==> src/rtl/hdlc_zd_pkg.sv <==
package hdlc_zd_pkg;

   // Decision taken for one received bit
   typedef enum logic [2:0] {
      ACT_DATA   = 3'd0,  // keep the bit (tentatively, it may still be flushed)
      ACT_DELETE = 3'd1,  // stuffed zero: drop it
      ACT_FLAG   = 3'd2,  // closing 0 of a flag: drop and flush held bits
      ACT_ABORT  = 3'd3,  // seventh 1: drop and flush held bits, pulse
      ACT_DROP   = 3'd4   // further 1 inside an abort run: drop silently
   } zd_act_e;

endpackage

==> src/rtl/hdlc_zd_run_cnt.sv <==
module hdlc_zd_run_cnt #(
   parameter int RUN_LEN = 5,
   parameter int SAT     = RUN_LEN + 2,
   parameter int CW      = $clog2(SAT + 1)
) (
   input  logic          clk,
   input  logic          rst_n,
   input  logic          bit_en,
   input  logic          bit_in,
   output logic [CW-1:0] ones_cnt
);

   localparam logic [CW-1:0] SAT_V = CW'(SAT);

   generate
      if (SAT < 3) begin : g_bad_sat
         $error("hdlc_zd_run_cnt: SAT must be at least 3");
      end
   endgenerate

   logic [CW-1:0] cnt_q;

   always_ff @(posedge clk or negedge rst_n) begin
      if (!rst_n) begin
         cnt_q <= '0;
      end else if (bit_en) begin
         if (!bit_in)
            cnt_q <= '0;
         else if (cnt_q != SAT_V)
            cnt_q <= cnt_q + 1'b1;
      end
   end

   assign ones_cnt = cnt_q;

   // a received 0 always clears the run count
   a_r7_zero_clears: assert property (@(posedge clk) disable iff (!rst_n)
      (bit_en && !bit_in) |=> (ones_cnt == '0));

   // the count saturates and never passes its ceiling
   a_r5_saturates: assert property (@(posedge clk) disable iff (!rst_n)
      ones_cnt <= SAT_V);

   // without a strobe the count holds
   a_r8_cnt_hold: assert property (@(posedge clk) disable iff (!rst_n)
      !bit_en |=> $stable(ones_cnt));

endmodule

==> src/rtl/hdlc_zd_classify.sv <==
module hdlc_zd_classify
   import hdlc_zd_pkg::*;
#(
   parameter int RUN_LEN = 5,
   parameter int CW      = $clog2(RUN_LEN + 3)
) (
   input  logic [CW-1:0] ones_cnt,
   input  logic          bit_in,
   output zd_act_e       act
);

   localparam logic [CW-1:0] STUFF_AT = CW'(RUN_LEN);
   localparam logic [CW-1:0] FLAG_AT  = CW'(RUN_LEN + 1);

   always_comb begin
      if (!bit_in) begin
         if (ones_cnt == STUFF_AT)
            act = ACT_DELETE;
         else if (ones_cnt == FLAG_AT)
            act = ACT_FLAG;
         else
            act = ACT_DATA;
      end else begin
         if (ones_cnt == FLAG_AT)
            act = ACT_ABORT;
         else if (ones_cnt > FLAG_AT)
            act = ACT_DROP;
         else
            act = ACT_DATA;
      end
   end

endmodule

==> src/rtl/hdlc_zd_hold_line.sv <==
module hdlc_zd_hold_line #(
   parameter int DEPTH = 7
) (
   input  logic clk,
   input  logic rst_n,
   input  logic shift_en,
   input  logic flush,
   input  logic in_bit,
   input  logic in_valid,
   output logic tail_bit,
   output logic tail_valid
);

   generate
      if (DEPTH < 1) begin : g_bad_depth
         $error("hdlc_zd_hold_line: DEPTH must be at least 1");
      end
   endgenerate

   logic [DEPTH-1:0] bit_q;
   logic [DEPTH-1:0] vld_q;

   generate
      if (DEPTH == 1) begin : g_single
         always_ff @(posedge clk or negedge rst_n) begin
            if (!rst_n) begin
               bit_q <= '0;
               vld_q <= '0;
            end else if (shift_en) begin
               bit_q <= in_bit;
               vld_q <= in_valid & ~flush;
            end
         end
      end else begin : g_shift
         always_ff @(posedge clk or negedge rst_n) begin
            if (!rst_n) begin
               bit_q <= '0;
               vld_q <= '0;
            end else if (shift_en) begin
               bit_q <= {bit_q[DEPTH-2:0], in_bit};
               if (flush)
                  vld_q <= '0;
               else
                  vld_q <= {vld_q[DEPTH-2:0], in_valid};
            end
         end
      end
   endgenerate

   assign tail_bit   = bit_q[DEPTH-1];
   assign tail_valid = vld_q[DEPTH-1];

   // after a flush no held slot is still marked valid
   a_r4_flush_empties: assert property (@(posedge clk) disable iff (!rst_n)
      (shift_en && flush) |=> (vld_q == '0));

endmodule

==> src/rtl/hdlc_zero_delete_rx.sv <==
module hdlc_zero_delete_rx
   import hdlc_zd_pkg::*;
#(
   parameter int RUN_LEN = 5
) (
   input  logic clk,
   input  logic rst_n,
   input  logic bit_en,
   input  logic bit_in,
   output logic data_out,
   output logic data_valid,
   output logic flag_seen,
   output logic abort_seen
);

   localparam int SAT  = RUN_LEN + 2;
   localparam int CW   = $clog2(SAT + 1);
   localparam int HOLD = RUN_LEN + 2;

   generate
      if (RUN_LEN < 1) begin : g_bad_run
         $error("hdlc_zero_delete_rx: RUN_LEN must be at least 1");
      end
   endgenerate

   logic [CW-1:0] ones_cnt;
   zd_act_e       act;
   logic          kill;
   logic          keep;
   logic          tail_bit;
   logic          tail_valid;

   hdlc_zd_run_cnt #(.RUN_LEN(RUN_LEN), .SAT(SAT), .CW(CW)) u_cnt (
      .clk      (clk),
      .rst_n    (rst_n),
      .bit_en   (bit_en),
      .bit_in   (bit_in),
      .ones_cnt (ones_cnt)
   );

   hdlc_zd_classify #(.RUN_LEN(RUN_LEN), .CW(CW)) u_cls (
      .ones_cnt (ones_cnt),
      .bit_in   (bit_in),
      .act      (act)
   );

   assign kill = (act == ACT_FLAG) || (act == ACT_ABORT);
   assign keep = (act == ACT_DATA);

   hdlc_zd_hold_line #(.DEPTH(HOLD)) u_hold (
      .clk        (clk),
      .rst_n      (rst_n),
      .shift_en   (bit_en),
      .flush      (kill),
      .in_bit     (bit_in),
      .in_valid   (keep),
      .tail_bit   (tail_bit),
      .tail_valid (tail_valid)
   );

   logic dout_q, dval_q, flag_q, abort_q;

   always_ff @(posedge clk or negedge rst_n) begin
      if (!rst_n) begin
         dout_q  <= 1'b0;
         dval_q  <= 1'b0;
         flag_q  <= 1'b0;
         abort_q <= 1'b0;
      end else begin
         dval_q  <= bit_en & tail_valid & ~kill;
         flag_q  <= bit_en & (act == ACT_FLAG);
         abort_q <= bit_en & (act == ACT_ABORT);
         if (bit_en)
            dout_q <= tail_bit;
      end
   end

   assign data_out   = dout_q;
   assign data_valid = dval_q;
   assign flag_seen  = flag_q;
   assign abort_seen = abort_q;

   // Checker state for R6: a 0 has arrived since the last abort pulse
   logic zero_since_abort;
   always_ff @(posedge clk or negedge rst_n) begin
      if (!rst_n)
         zero_since_abort <= 1'b1;
      else if (bit_en && !bit_in)
         zero_since_abort <= 1'b1;
      else if (abort_q)
         zero_since_abort <= 1'b0;
   end

   // outputs pulse only in the clock after a strobe
   a_r8_after_strobe: assert property (@(posedge clk) disable iff (!rst_n)
      (data_valid || flag_seen || abort_seen) |-> $past(bit_en));

   // a flag bit is never forwarded in the same clock as the flag pulse
   a_r4_flag_no_data: assert property (@(posedge clk) disable iff (!rst_n)
      flag_seen |-> !data_valid);

   // an abort pulse lasts one clock and carries no data
   a_r5_abort_single: assert property (@(posedge clk) disable iff (!rst_n)
      abort_seen |=> !abort_seen);
   a_r5_abort_no_data: assert property (@(posedge clk) disable iff (!rst_n)
      abort_seen |-> !data_valid);

   // successive abort pulses need a 0 between them
   a_r6_rearm_by_zero: assert property (@(posedge clk) disable iff (!rst_n)
      abort_seen |-> zero_since_abort);

   // flag and abort pulses are exclusive
   a_r9_flag_abort_excl: assert property (@(posedge clk) disable iff (!rst_n)
      !(flag_seen && abort_seen));

endmodule

==> config.mk <==
export PLATFORM = sky130hd
export DESIGN_NAME = hdlc_zero_delete_rx
export DESIGN_NICKNAME = d
export VERILOG_FILES = /design/src/rtl/hdlc_zd_pkg.sv /design/src/rtl/hdlc_zd_run_cnt.sv /design/src/rtl/hdlc_zd_classify.sv /design/src/rtl/hdlc_zd_hold_line.sv /design/src/rtl/hdlc_zero_delete_rx.sv
export SDC_FILE = /design/constraint.sdc
export NUM_CORES = 1
export LEC_CHECK = 0
export ABC_AREA = 0
export ABC_CLOCK_PERIOD_IN_PS = 3420
export BUFFER_PORTS_ARGS = -buffer_cell sky130_fd_sc_hd__buf_2
export CAP_MARGIN = 30
export CORE_MARGIN = 3
export CORE_UTILIZATION = 40
export CTS_BUF_LIST = sky130_fd_sc_hd__clkbuf_16
export DETAILED_ROUTE_END_ITERATION = 8
export PLACE_DENSITY = 0.66
export SYNTH_ARGS = -nofsm -noshare
export SYNTH_HDL_FRONTEND = slang
export SYNTH_SLANG_ARGS = --single-unit
==> constraint.sdc <==
create_clock -name clk -period 3.42 [get_ports clk]
set_clock_uncertainty 0.1 [all_clocks]
set_input_delay 0.513 -clock clk [delete_from_list [all_inputs] [get_ports clk]]
set_output_delay 0.513 -clock clk [all_outputs]
set_load 0.01 [all_outputs]
Word-level counts from Yosys, hierarchy flattened
Cells that the tools add are included. W data, S select, Z words.

Bitwise gates (word level): 5. Muxes and demuxes: 8. Equality and inequality tests: 6. $add $sub $neg: 1. Reduce and logical (&&, ||, !) cells: 3. $lt $le $gt $ge: 1.

Operators with widths (count): $mux W3 (6); $mux W7 (1); $eq A3 B2 Y1 const B (2); $eq A3 B3 Y1 const B (2); $and A1 B1 Y1 (4); $add A3 B1 Y3 const B (1); $gt A3 B3 Y1 const B (1); $logic_not A3 Y1 (1); $ne A3 B3 Y1 const B (1); $mux W2 (1); $ne A2 B1 Y1 const B (1); $reduce_and A2 Y1 (1); $logic_or A1 B1 Y1 (1); $not A1 Y1 (1).

Flip-flop bits (word level): 21. Output and inout bits: 4.

Logic depth before layout (Yosys ltp)
Depth in word-level cells: 8. Mapped depth: 5. Depth with buffers taken out: 5.

Cells and area by module
Synthesis repeated with hierarchy kept, for this count alone.

Cell total of the unflattened synthesis: 79. Area total of the unflattened synthesis: 950.9 um^2.

By module, submodules not included: hdlc_zd_hold_line (cells each 44, area each 581.8 um^2, sequential area each 350.3 um^2, times used 1); hdlc_zd_run_cnt (cells each 17, area each 177.7 um^2, sequential area each 75.1 um^2, times used 1); hdlc_zero_delete_rx (cells each 11, area each 152.6 um^2, sequential area each 100.1 um^2, times used 1); hdlc_zd_classify (cells each 7, area each 38.8 um^2, sequential area each 0.0 um^2, times used 1).

Worst setup path after synthesis
No wires, ideal clock.

Path kind: register to register. Start: register u_cnt.cnt_q[1], in the netlist u_cnt.ones_cnt[1]. End: register u_cnt.cnt_q[1], in the netlist u_cnt.ones_cnt[1]. Slack: 2002 ps. Stages on the path, launching flop included: 5. Required time: 3240 ps. Data arrival time: 1237 ps. Clock period less this slack: 1418 ps. Path buffers: 0. Setup time: 80 ps. Path through: dfrtp_1 -> ha_1 -> ha_1 -> or3_1 -> o211ai_2.

Cells in the longest elaborated chain, start to end: 3. Elaborated cells between the ends (all ways): 6.

Ends and longest elaborated chain: start: declaration (RTL line hdlc_zd_run_cnt.sv:21) `logic [CW-1:0] cnt_q;`; start signal: assignment (RTL line hdlc_zd_run_cnt.sv:30) `cnt_q <= cnt_q + 1'b1;`; $add A3 B1 Y3 or $ne A3 B3 Y1 (tied branches) (RTL line hdlc_zd_run_cnt.sv:30, hdlc_zd_run_cnt.sv:29); $mux W3 or $ne A2 B1 Y1 (tied branches); $mux W3 or $reduce_and A2 Y1 (tied branches).

Parallel ways exist; a longest one is shown, timed or not. The select of a mux whose other input is x is not followed. A chain may end at the register's enable or synchronous reset.

Final worst setup path
Start: register u_cnt.cnt_q[0], in the netlist u_cnt.ones_cnt[0]. End: register u_cnt.cnt_q[1], in the netlist u_cnt.ones_cnt[1].

Same word-level chain as after synthesis.

==> out/results.ini <==
[synthesis]
avgSynthCellArea_um2=13.30
synth-edff-count=0
synth.distinct_cells=20
synthFlopType=dfrtp_1
ys_seq_area_share_pct=58.99
synth_nets=75
synth_cells=67
ys_warn_count=0
syn_area_um2=890.9
ys_ff_latch=21
synthArstFlopShare_pct=100.0

[setup_path]
crit_family=adder cells
critical_path.startpoint=u_cnt.ones_cnt[0]$_DFFE_PN0P_
path_max_fanout=6
critPathRequiredTime_ns=3.49
path_cells=ha_1 -> ha_1 -> or3_1 -> o211ai_2
end_kind=flip-flop
r2r_end=u_cnt.ones_cnt[1]$_DFFE_PN0P_
path_buf_inv=0
path_class=flip-flop to flip-flop
reg2reg_slack_ns=1.92
crit_top_cell=ha_1
critPathSlowestCell=dfrtp_1
slowest_delay_ns=0.41
r2r_cells=4
r2r-start=u_cnt.ones_cnt[0]$_DFFE_PN0P_
critPathArrivalTime_ns=1.57
cp-start-kind=flip-flop

[placement]
place_area_um2=940.9
hpwl_um=928.1
portBuffers=7
gp_congestion=0.7156
dpl_worst_slack_ns=1.886

[cells_and_area]
diodes=0
finish.net_count=85
fin_area_um2=1020
nFillCells=195
layout.area.seq_um2=525.5
drive_above_1_share_pct=27.63
multi_input_area_um2=331.6
syn2layout_area_growth_pct=14.47

[power]
p_total_uw=628.1
p_int_uw=488.8
combinationalPowerShare_pct=13.2
leakage_uw=0.0004833
pwr-share-seq_pct=49.9
pwr-share-clk_pct=37.0
p_switching_uw=139.3
p_sw_share_pct=22.18
power_density_nw_per_um2=616.0
irDropWorstVdd_mv=0.3478

[global_routing]
grt_usage_pct=11.75
grt_start_max_net_pins=22
grt_pass1_vias=499
grt-ovfl-total=0
grt_pass1_wl_mm=2.242
antenna_found_initial=0

[clock_tree]
clk_pin_slew_worst_paths_ns=0.05
cts_tree=built
cts_sinks=21
cts-root-buf=clkbuf_16
post-cts-setup-buffers=0
cts_made_buffers=3
htreeDepth=1
ctsResizeCount=0
clk_latency_ns=0.25
cts_hold_buffers=0
cts_buffer_depth=2

[timing]
finalSetupViolCount=0
finalHoldViolCount=0
finalMaxSlewViolations=0
setup_tns_ns=0
final.period_utilization_pct=43.73
tightest_slew_ns=0.4498
fmax_mhz=668.6
slew_headroom_pct=70.01
fin_ws_ns=1.924
grt_setup_unrepaired=no
fin_crit_ns=1.496

[floorplan]
dieWidth_um=53.19
floorplan.rows=16
ioPinCount=8
die_y_um=53.19
start_util_pct=43.63
core_area_um2=2042
die_area_um2=2829

[route]
ant_nets=0
routed-via-count=510
dr.pass1.iters=4
drc=0
initialDrtViolationCount=10
wire_per_inst_um=12.52
routed_wl_mm=1.290
avgViaCountPerCell=4.951

[min_path]
hp-class=input port to async pin

[run]
cap_violations=0

[run_status]
status=completed

-- routing by layer --
| metal | share of wire [%] | global-route usage [%] | up-vias |
|---|---|---|---|
| li1 | - | - | 254 |
| met1 | 47 | 13.37 | 246 |
| met2 | 48 | 18.39 | 8 |
| met3 | 4.6 | 5.915 | 2 |
| met4 | 0.62 | 5.106 | 0 |
| met5 | 0 | 0 | - |
-- state kept, by name (all words and copies together), names as in the netlist --
register and cells:
u_hold.vld_q 7, data_valid 1, abort_seen 1, u_cnt.ones_cnt 3, flag_seen 1, u_hold.bit_q 7, data_out 1
-- layout make-up --
class	count	area share (%)
Clock buffer	3	7.362
Clock inverter	1	0.3681
Inverter	4	1.472
Multi-Input combinational cell	40	32.52
Sequential cell	21	51.53
Tap cell	27	3.313
Timing Repair Buffer	7	3.436
-- metrics by stage --
stage / hold slack [ns] / utilization [%] / instances
final: 0.1094 / 49.94 / 103
after global routing: 0.1331 / 49.94 / 103
after CTS: 0.1220 / 49.94 / 103
after detailed placement: 0.3895 / 46.08 / 99
after global placement: 0.3847 / 46.08 / 99
after floorplan: 0.1174 / - / 67
-- synth_stat cells, types with 2 or more instances --
library cell   n  area (um^2)
dfrtp_1       21        525.5
a22o_1         7        61.31
mux2_2         7        78.83
nand2_1        7        26.28
ha_1           4        50.05
o21ai_0        4        20.02
inv_1          3        11.26
or3_1          2        12.51
-- power groups by stage --
stage	Combinational [uW]	Clock [uW]	Sequential (uW)
after detailed placement	84.6	0	317
after floorplan	60.6	0	314
final	82.8	232	313
after global routing	95.0	257	317
after global placement	81.9	0	316
after CTS	85.4	242	313
-- worst max path at each step --
| stage | slack, ns | depth (start not counted) | end |
|---|---|---|---|
| 2_1_floorplan | 2.00 | 4 | u_cnt.ones_cnt[1]$_DFFE_PN0P_ |
| 3_3_place_gp | 1.91 | 4 | u_cnt.ones_cnt[1]$_DFFE_PN0P_ |
| 3_5_place_dp | 1.89 | 4 | data_valid$_DFF_PN0_ |
| 4_1_cts | 1.92 | 4 | u_cnt.ones_cnt[1]$_DFFE_PN0P_ |
| 5_1_grt | 1.85 | 4 | u_cnt.ones_cnt[1]$_DFFE_PN0P_ |
| 6_report | 1.92 | 4 | u_cnt.ones_cnt[1]$_DFFE_PN0P_ |
-- kinds of logic after synthesis --
family / Yosys count / share of synthesized area (%)
flip-flops: 21 / 58.99
AND/OR/NAND/NOR: 15 / 9.270
AO/OA/AOI/OAI: 14 / 13.48
buffers and inverters: 6 / 3.792
adder cells (fa/ha/maj): 4 / 5.618
multiplexers: 7 / 8.849
-- placed cells by master (no fill, tap or decap), drive strengths merged --
cell type / count
o211ai: 1
mux2: 7
a22o: 7
o21ai: 4
ha: 4
nand2b: 1
and2: 1
dfrtp: 21
nor2: 1
or3: 2
nand2: 7
inv: 5
a21oi: 1
a31oi: 1
nand3: 1
buf: 7
clkbuf: 3
nor4: 1
nand4b: 1
-- worst reg2reg max path, cell delays in order (launching register included) --
cell and delay (ns):
dfrtp_1 0.41, ha_1 0.21, ha_1 0.24, or3_1 0.40, o211ai_2 0.06
Power figures use the tool's default switching activity.
